<file path="config.mk">
export PLATFORM = sky130hd
export DESIGN_NAME = sysclk_divctl
export DESIGN_NICKNAME = d
export VERILOG_FILES = /design/src/rtl/sysclk_pkg.sv /design/src/rtl/sysclk_prediv.sv /design/src/rtl/sysclk_core_div.sv /design/src/rtl/sysclk_adc_clk.sv /design/src/rtl/sysclk_divctl.sv
export SDC_FILE = /design/constraint.sdc
export NUM_CORES = 1
export LEC_CHECK = 0
export BUFFER_PORTS_ARGS = -buffer_cell sky130_fd_sc_hd__buf_2
export CAP_MARGIN = 15
export CORE_UTILIZATION = 40
export DETAILED_ROUTE_END_ITERATION = 12
export GPL_TIMING_DRIVEN = 0
export HOLD_SLACK_MARGIN = 0.15
export PLACE_DENSITY = 0.58
export SYNTH_ARGS = -nofsm -noshare
export SYNTH_HDL_FRONTEND = slang
export SYNTH_SLANG_ARGS = --single-unit
</file>
<file path="constraint.sdc">
create_clock -name clk -period 5.4 [get_ports clk]
set_input_delay 0.54 -clock clk [delete_from_list [all_inputs] [get_ports clk]]
set_output_delay 0.54 -clock clk [all_outputs]
set_load 0.01 [all_outputs]
</file>
<file path="src/rtl/sysclk_pkg.sv">
package sysclk_pkg;
  typedef enum logic [1:0] {
    REF_LPO     = 2'b00,
    REF_PREC    = 2'b01,
    REF_XTAL    = 2'b10,
    REF_LPO_ALT = 2'b11
  } ref_sel_e;
endpackage

</file>
<file path="src/rtl/sysclk_prediv.sv">
module sysclk_prediv #(
  parameter int DIV = 4
) (
  input  logic clk,
  input  logic rst,
  input  logic tick,
  output logic pulse
);
  localparam int CW = (DIV > 2) ? $clog2(DIV) : 1;
  localparam logic [CW-1:0] LAST = CW'(DIV - 1);

  logic [CW-1:0] cnt;

  always_ff @(posedge clk) begin
    if (rst) begin
      cnt   <= '0;
      pulse <= 1'b0;
    end else begin
      pulse <= tick && (cnt == LAST);
      if (tick) cnt <= (cnt == LAST) ? '0 : cnt + CW'(1);
    end
  end
endmodule

</file>
<file path="src/rtl/sysclk_core_div.sv">
module sysclk_core_div #(
  parameter int CD_W   = 3,
  parameter int CD_RST = 1
) (
  input  logic            clk,
  input  logic            rst,
  input  logic            pll_tick,
  input  logic            cd_wr,
  input  logic [CD_W-1:0] cd_data,
  output logic            core_tick
);
  localparam int CNT_W = (1 << CD_W) - 1;
  localparam int PW    = CNT_W + 1;

  logic [CD_W-1:0]  cd_act, cd_pend;
  logic [CNT_W-1:0] cnt, lim;
  logic [PW-1:0]    pw;
  logic             term;

  always_comb begin
    pw   = PW'(1) << cd_act;
    lim  = CNT_W'(pw - PW'(1));
    term = pll_tick && (cnt == lim);
  end

  always_ff @(posedge clk) begin
    if (rst) begin
      cnt       <= '0;
      cd_act    <= CD_W'(CD_RST);
      cd_pend   <= CD_W'(CD_RST);
      core_tick <= 1'b0;
    end else begin
      core_tick <= term;
      if (cd_wr) cd_pend <= cd_data;
      if (term) begin
        cnt    <= '0;
        cd_act <= cd_wr ? cd_data : cd_pend;
      end else if (pll_tick) begin
        cnt <= cnt + CNT_W'(1);
      end
    end
  end
endmodule

</file>
<file path="src/rtl/sysclk_adc_clk.sv">
module sysclk_adc_clk #(
  parameter int ADC_DIV = 40
) (
  input  logic clk,
  input  logic rst,
  input  logic pll_tick,
  input  logic lpo_tick,
  input  logic low_power,
  output logic adc_tick
);
  localparam int AW = $clog2(ADC_DIV);
  localparam logic [AW-1:0] LAST = AW'(ADC_DIV - 1);

  logic [AW-1:0] acnt;
  logic          sync1, sync2, use_lpo, quiet;

  always_comb quiet = !pll_tick && !lpo_tick;

  always_ff @(posedge clk) begin
    if (rst) begin
      acnt     <= '0;
      sync1    <= 1'b0;
      sync2    <= 1'b0;
      use_lpo  <= 1'b0;
      adc_tick <= 1'b0;
    end else begin
      sync1    <= low_power;
      sync2    <= sync1;
      if (quiet) use_lpo <= sync2;
      adc_tick <= use_lpo ? lpo_tick : (pll_tick && (acnt == LAST));
      if (pll_tick) acnt <= (acnt == LAST) ? '0 : acnt + AW'(1);
    end
  end
endmodule

</file>
<file path="src/rtl/sysclk_divctl.sv">
module sysclk_divctl
  import sysclk_pkg::*;
#(
  parameter int PRE_DIV = 4,
  parameter int CD_W    = 3,
  parameter int CD_RST  = 1,
  parameter int ADC_DIV = 40
) (
  input  logic            clk,
  input  logic            rst,
  input  logic            prec_tick,
  input  logic            lpo_tick,
  input  logic            xtal_tick,
  input  logic            pll_tick,
  input  logic            sel_wr,
  input  logic [1:0]      sel_data,
  input  logic            cd_wr,
  input  logic [CD_W-1:0] cd_data,
  input  logic            low_power,
  output logic            ref_tick,
  output logic            core_tick,
  output logic            adc_tick,
  output logic            timer_tick
);
  logic     prec_div, lpo_div, xtal_q, ref_nxt;
  ref_sel_e sel_q;

  sysclk_prediv #(.DIV(PRE_DIV)) u_pre_prec (
    .clk(clk), .rst(rst), .tick(prec_tick), .pulse(prec_div));

  sysclk_prediv #(.DIV(PRE_DIV)) u_pre_lpo (
    .clk(clk), .rst(rst), .tick(lpo_tick), .pulse(lpo_div));

  always_comb begin
    case (sel_q)
      REF_PREC: ref_nxt = prec_div;
      REF_XTAL: ref_nxt = xtal_q;
      default:  ref_nxt = lpo_div;
    endcase
  end

  always_ff @(posedge clk) begin
    if (rst) begin
      sel_q    <= REF_LPO;
      xtal_q   <= 1'b0;
      ref_tick <= 1'b0;
    end else begin
      xtal_q   <= xtal_tick;
      ref_tick <= ref_nxt;
      if (sel_wr) sel_q <= ref_sel_e'(sel_data);
    end
  end

  assign timer_tick = lpo_div;

  sysclk_core_div #(.CD_W(CD_W), .CD_RST(CD_RST)) u_core (
    .clk(clk), .rst(rst), .pll_tick(pll_tick), .cd_wr(cd_wr),
    .cd_data(cd_data), .core_tick(core_tick));

  sysclk_adc_clk #(.ADC_DIV(ADC_DIV)) u_adc (
    .clk(clk), .rst(rst), .pll_tick(pll_tick), .lpo_tick(lpo_tick),
    .low_power(low_power), .adc_tick(adc_tick));
endmodule

</file>
# Yosys cells after proc, flatten, opt, wreduce, memory -nomap -nowiden
# Cells that the tools add are included.
# totals
inputBits,14
register_bits,34
word_cells,42
out_inout_bits,4
# classes
n_reduce_logical,8
eq_ne,6
shift,1
n_addsub,5
mux,6
# ops
op,n
"7-bit by 1-bit adder with 7-bit output, second input constant",1
7-bit == test,1
"1-bit by 3-bit left shift with 7-bit output, first input constant",1
"7-bit by 1-bit subtractor with 7-bit output, second input constant",1
"6-bit by 1-bit adder with 6-bit output, second input constant",1
"2-bit == test, second input constant",3
"6-bit == test, second input constant",1
6-bit two-way mux,1
1-bit logical AND,5
"2-bit by 1-bit adder with 2-bit output, second input constant",2
2-bit two-way mux,2
3-bit two-way mux,1
"2-bit by 1-bit == test with 1-bit output, second input constant",1
1-bit zero test,2
1-bit case mux with 2 select lines,1
2-bit OR reduction,1
1-bit two-way mux,1

# Logic depth before layout (Yosys ltp)
# Gate-level depths: netlist of run 1.
# logic_depth
word_depth,5
depth_mapped,6
depth_no_buf,6

# By module
# A second synthesis of run 1 with hierarchy kept.
# hier_totals
cells_unflattened,154
hier_area_um2,1574.0
# by_module_without_submodules
module,instances,seq_area_each_um2,area_each_um2,cells_each
sysclk_core_div,1,280.3,754.5,74
sysclk_adc_clk,1,200.2,419.2,42
sysclk_prediv,2,60.1,113.9,11
sysclk_divctl,1,80.1,172.7,16

# Worst setup path after synthesis of run 1
# OpenSTA, ideal clock, no wires.
# synth_timing
kind,register to register
start,register u_core.cd_act[1]
end,register u_core.cd_act[0]
path_stages_with_launch,7
arrival_ns,1.766
slack_ns,3.513
setup_time_ns,0.121
period_less_slack_ns,1.887
n_path_buf,1
path_cell_list,dfxtp_1 buf_2 or3_1 a21oi_1 a211oi_1 or4_4 mux2_4
# synth_between
elab_chain_len,4
# synth_lines
element,line_no,source
"start, declared",sysclk_core_div.sv:15,"logic [CD_W-1:0] cd_act, cd_pend;"
"start signal, assigned",sysclk_core_div.sv:29,cd_act <= CD_W'(CD_RST);
"start signal, assigned",sysclk_core_div.sv:37,cd_act <= cd_wr ? cd_data : cd_pend;
1-bit by 3-bit left shift with 7-bit output,sysclk_core_div.sv:21,pw = PW'(1) << cd_act;
7-bit by 1-bit subtractor with 7-bit output,sysclk_core_div.sv:22,lim = CNT_W'(pw - PW'(1));
7-bit == test,sysclk_core_div.sv:23,term = pll_tick && (cnt == lim);
1-bit logical AND,sysclk_core_div.sv:23,
# No other way between the ends.
# A chain may end at the register's enable or synchronous reset.

# Worst setup path in the final report of run 1
# layout_timing
start,register u_core.cd_act[1]
end,register u_core.cd_act[2]
# Same word-level chain as after synthesis.

==> run_results.csv, run 1 <==
group,metric,value,unit
outcome,status,"completed",
global_route,track_usage,14.5,%
drt,routedWlPerCell,11.5,um
worst_setup_path,cp.required,5.63,ns
clock_tree,cts_tree,"yes",
place,portBuffers,17,
clock_tree,cts_buffers,5,
global_route,grt_pass1_wl,4450,um
drt,drtPass1Iterations,4,
min_path,hold_class,"in -> reg",
finish,areaGrowthSynthToFinish,15.3,%
clock_tree,cts_resized,0,
pwr,peakVddDrop,0.154,mV
global_route,grt_pass1_vias,1018,
place,place_congestion,0.703,
floorplan,die_h,62.5,um
sta,max_freq,496,MHz
sta,tns,0,ns
floorplan,initial_utilization,42.9,%
flow_run,drv_cap,0,
pwr,p_leak,0.745,nW
sta,maxSlewViolCount,0,
sta,period_share,37.3,%
finish,antenna_cells,0,
drt,ant_nets,0,
sta,finalClockSkew,0.00862,ns
yosys,yosys.cell_types.count,33,
clock_tree,cts.sinks,34,
sta,max-slew-margin-rel,58.0,%
clock_tree,cts_setup_buffers,0,
global_route,antenna_found_initial,0,
floorplan,rows,21,
sta,hold_viol,0,
floorplan,core-area,3420,um2
floorplan,die_w,62.5,um
finish,drive_gt1_share,18.4,%
clock_tree,clk_latency,0.33,ns
yosys,ys_warn_count,0,
worst_setup_path,arrival,2.24,ns
yosys,synth_area,1470,um2
finish,final_cell_mix,"dfxtp_1, nor2_1, buf_2",
drt,drcViolationCount,0,
clock_tree,postCtsHoldBufs,0,
floorplan,dieArea,3910,um2
worst_setup_path,cp_max_fo,10,
yosys,yosysSeqAreaShare,46.4,%
drt,vias,1100,
pwr,powerDensity,305,nW/um2
sta,worst_slew_pin_slew,0.623,ns
yosys,netlist_instances,155,
finish,nets,199,
global_route,gr-total-overflow,0,
worst_setup_path,r2r_setup_slack,3.38,ns
drt,first_iter_violations,58,
worst_setup_path,start_kind,"flip-flop",
worst_setup_path,crit_type,"reg -> reg",
clock_tree,clock_tree.buffer_depth,2,
sta,setup_violations,0,
clock_tree,cts_root_buf,"clkbuf_4",
clock_tree,path_clk_slew,0.11,ns
drt,wirelength,2590,um
floorplan,ios,18,
clock_tree,htree_levels,2,
sta,rsz0062_at_grt,"false",
pwr,p_total,0.516,mW
finish,final_common_cell,"dfxtp_1",
drt,vias_per_cell,4.89,
sta,fin_crit,2.02,ns
yosys,ys_ff_latch,34,
worst_setup_path,cp-end-kind,"flip-flop",
place,dp_hpwl,1800,um
yosys,syn_area_per_cell,9.46,um2
global_route,grt_max_degree,11,
yosys,syn_nets,175,
## critical path: stages (launching register included)
cell      delay [ns]
dfxtp_1         0.31
buf_2           0.16
or3_1           0.31
a21oi_1         0.16
a211oi_1        0.09
or4_4           0.55
mux2_4          0.31
## synth_stat cells, drive strengths merged
cell type  number  area, um2
nor3            4       20.0
a22oi           1       7.51
nor4            2       12.5
or2             2       12.5
a21oi           8       40.0
a211oi          1       7.51
xor2            8       70.1
xnor2           4       35.0
dfxtp          34        681
o32ai           1       8.76
buf             3       20.0
a2111oi         1       8.76
and3            4       25.0
clkbuf          2       7.51
inv             6       22.5
o21ai           2       10.0
nand4           6       37.5
or4             1       11.3
or3             1       6.26
mux2i           9       90.1
nand3           1       5.00
nor2           27        101
o41ai           1       16.3
nor4b           1       8.76
ha              6       75.1
nor2b           5       31.3
a31o            1       8.76
nor3b           1       7.51
nand2           9       33.8
mux2            3       45.0
## layer usage
metal	GRT usage (%)	vias up	wire length (um)
li1	-	576	-
met1	18.2	499	1270
met2	22.7	20	1160
met3	4.56	5	126
met4	6.10	0	32
met5	0	-	0
## metrics by stage
stage | hold slack (ns) | util (%) | instance area [um2] | setup slack [ns] | instances
final | 0.415 | 49.5 | 1690 | 3.38 | 225
after global routing | 0.412 | 49.5 | 1690 | 3.26 | 225
after CTS | 0.412 | 49.5 | 1690 | 3.37 | 225
after detailed placement | 0.431 | 47.1 | 1610 | 3.40 | 218
after global placement | 0.434 | 47.1 | 1610 | 3.43 | 218
after floorplan | 0.414 | - | 1470 | 3.51 | 155
## registers in the layout, indices dropped and copies added, names as in the netlist, 2 cells and up
name and cells:
u_adc.acnt 6, u_core.cd_pend 3, sel_q 2, u_pre_prec.cnt 2, u_core.cd_act 3, u_core.cnt 7, u_pre_lpo.cnt 2
## power by group
group	switching [mW]	total, mW	leakage, nW	internal, mW
Sequential	0.00902	0.271	0.277	0.262
Clock	0.0856	0.193	0.0443	0.108
Combinational	0.0270	0.0519	0.423	0.0249
## layout make-up
cell class,instances,area [um2]
multi-input combinational,110,736
clock inverter,1,30.0
clock buffer,6,51.3
inverter,6,22.5
buffer,5,27.5
sequential,34,681
tap,46,57.6
fill,342,1730
timing repair buffer,17,85.1
## final timing paths
check                                     start                            end  cells after the start
hold reg to reg          u_adc.sync1$_SDFF_PP0_         u_adc.sync2$_SDFF_PP0_                      1
setup / recovery  u_core.cd_act[1]$_SDFFE_PP0P_  u_core.cd_act[2]$_SDFFE_PP0P_                      6
setup reg to reg  u_core.cd_act[1]$_SDFFE_PP0P_  u_core.cd_act[2]$_SDFFE_PP0P_                      6
hold / removal                        low_power         u_adc.sync1$_SDFF_PP0_                      2
## kinds of logic after synthesis
family | after synthesis | share of synthesized area, %
mux | 12 | 9.22
buf+inv | 11 | 3.41
flops | 34 | 46.4
compound gates | 16 | 7.34
xor+xnor | 12 | 7.17
simple gates | 64 | 21.3
fa+ha+maj | 6 | 5.12
No activity file was read; power rests on OpenSTA's default activity.
==> inputs of run 2 (changes only) <==
PLACE_DENSITY = 0.6   (was 0.58)
clock period = 1.7 ns   (was 5.4 ns; I/O delays follow)
==> run 2 against run 1 <==
Net effect:
- the run now ends with setup timing left
- sequential share of layout area fell by 3.7 points
- hold slack worse by 0.26 ns
- cell count grew 5.3%
- clock power grew to 4.1 times the previous value
- clock-buffer cell count stayed put
- global-route usage increased by 2.4 points
- non-clock buffer count rose by 11
- via count is 8.9% higher
- core utilization up 6.2 points
- fmax rose by 3.9%
- clock skew increased by 0.0019 ns
- largest power group unchanged
- highest routed layer unchanged
==> run_results.csv, run 2 (synthesis gave the netlist of run 1 again) <==
group,metric,value,unit
pwr,peakVddDrop,0.497,mV
sta,fin_crit,1.94,ns
finish,antenna_cells,0,
sta,setup_ws,-0.241,ns
min_path,hold_class,"in -> reg",
clock_tree,clk_latency,0.34,ns
floorplan,die_w,62.5,um
finish,multi_input_area,795,um2
sta,tns,-1.73,ns
finish,nets,210,
clock_tree,cts_root_buf,"clkbuf_4",
drt,drtPass1Iterations,4,
pwr,internal_power,1.43,mW
place,dp_hpwl,1970,um
finish,drive_gt1_share,24.6,%
worst_setup_path,arrival,2.19,ns
finish,top_regs,"u_core.cnt: 7 flops, u_adc.acnt: 6 flops",
outcome,violations,"setup timing",
sta,maxSlewViolCount,0,
floorplan,dieArea,3910,um2
sta,hold_viol,0,
outcome,status,"finished with violations",
drt,wirelength,3060,um
sta,worst_slew_pin_slew,0.667,ns
pwr,p_comb_share,10.6,%
global_route,grt_max_degree,12,
sta,max_freq,515,MHz
place,dp_cells,218,
clock_tree,cts.sinks,34,
worst_setup_path,cp.required,1.94,ns
sta,period_share,114,%
pwr,clockPowerShare,42.6,%
place,portBuffers,17,
flow_run,drv_cap,0,
finish,final-seq-area,696,um2
floorplan,initial_utilization,42.9,%
sta,max-slew-margin-rel,55.0,%
floorplan,core-area,3420,um2
pwr,seqPwrFrac,46.9,%
floorplan,ios,18,
clock_tree,cts_buffers,5,
global_route,antenna_found_initial,0,
worst_setup_path,cp-end-kind,"flip-flop",
sta,fin_hold_ws,0.152,ns
finish,fin_cells,237,
global_route,gr-total-overflow,0,
worst_setup_path,cp_max_fo,9,
place,place_congestion,0.749,
place,dp_slack,-0.282,ns
finish,final_cell_mix,"dfxtp_1, nor2_1, buf_2",
finish,final_common_cell,"dfxtp_1",
finish,final_core_util,55.7,%
pwr,p_leak,0.818,nW
finish,top_register,"u_core.cnt",
sta,finalClockSkew,0.0105,ns
drt,vias,1198,
global_route,track_usage,16.9,%
clock_tree,clock_tree.buffer_depth,2,
clock_tree,htree_levels,2,
pwr,switching_share,22.5,%
clock_tree,cts_tree,"yes",
sta,rsz0062_at_grt,"true",
drt,ant_nets,0,
worst_setup_path,start_kind,"flip-flop",
drt,drcViolationCount,0,
drt,first_iter_violations,52,
floorplan,die_h,62.5,um
finish,areaGrowthSynthToFinish,29.8,%
pwr,p_switching,0.414,mW
pwr,powerDensity,969,nW/um2
sta,setup_violations,10,
finish,largest_reg_flops,7,
drt,routedWlPerCell,12.9,um
global_route,grt_pass1_vias,1226,
clock_tree,path_clk_slew,0.11,ns
global_route,grt_pass1_wl,5100,um
floorplan,rows,21,
drt,vias_per_cell,5.05,
finish,fillers,325,
worst_setup_path,crit_type,"reg -> reg",
## run 2: cell types whose count changed in the layout (fill, tap and decap cells not counted), sizes merged
cell         change
dlygate4sd3     +11
bufinv           +1
## run 2: layout make-up
cell class                 instances  share of cell area, %
clock inverter                     2                   3.16
clock buffer                       6                   2.70
tap                               46                   3.02
timing repair buffer              30                   11.0
multi-input combinational        110                   41.7
buffer                             3                  0.592
sequential                        34                   36.6
inverter                           6                   1.18
## run 2: what timing repair did
item / CTS / global route
buffers inserted: 1 / 1
endpoints found under the setup margin: 11 / 11
gates resized for setup: 11 / 8
endpoints found under the hold margin: 11 / 0
hold buffers: 11 / 0
pin swaps: 4 / 3
## run 2: metal layers
metal,vias to the layer above,global-route usage [%],routed length (um)
li1,599,-,-
met1,577,17.6,1340
met2,18,29.6,1570
met3,4,6.39,119
met4,0,7.85,29
met5,-,0,0
## run 2: per-stage QoR
| step | instance area [um2] | power [mW] |
|---|---|---|
| 6_report | 1900 | 1.84 |
| 5_1_grt | 1900 | 1.92 |
| 4_1_cts | 1870 | 1.85 |
| 3_5_place_dp | 1610 | 1.04 |
| 3_3_place_gp | 1610 | 1.03 |
| 2_1_floorplan | 1470 | 0.992 |
## run 2: power groups by stage
stage	clock (mW)	combinational (mW)	sequential, mW
4_1_cts	0.798	0.192	0.861
6_report	0.785	0.195	0.864
2_1_floorplan	0	0.120	0.871
3_5_place_dp	0	0.166	0.878
5_1_grt	0.830	0.216	0.870
3_3_place_gp	0	0.159	0.875
## run 2: final timing paths
kind	end	slack, ns	from	cells past startpoint
worst max-delay path	u_core.cd_act[0]$_SDFFE_PP1P_	-0.24	u_core.cd_act[2]$_SDFFE_PP0P_	5
worst min-delay path	u_core.cd_pend[1]$_SDFF_PP0_	0.15	cd_data[1]	3
worst max register to register	u_core.cd_act[0]$_SDFFE_PP1P_	-0.24	u_core.cd_act[2]$_SDFFE_PP0P_	5
worst min register to register	u_adc.use_lpo$_SDFFE_PP0P_	0.47	u_adc.sync2$_SDFF_PP0_	2
## run 2: worst max-delay path, cell delays in order, from the launching register on
cell	delay, ns
dfxtp_4	0.39
and3_4	0.19
o32ai_4	0.26
a21oi_2	0.10
or4_4	0.58
mux2_4	0.32
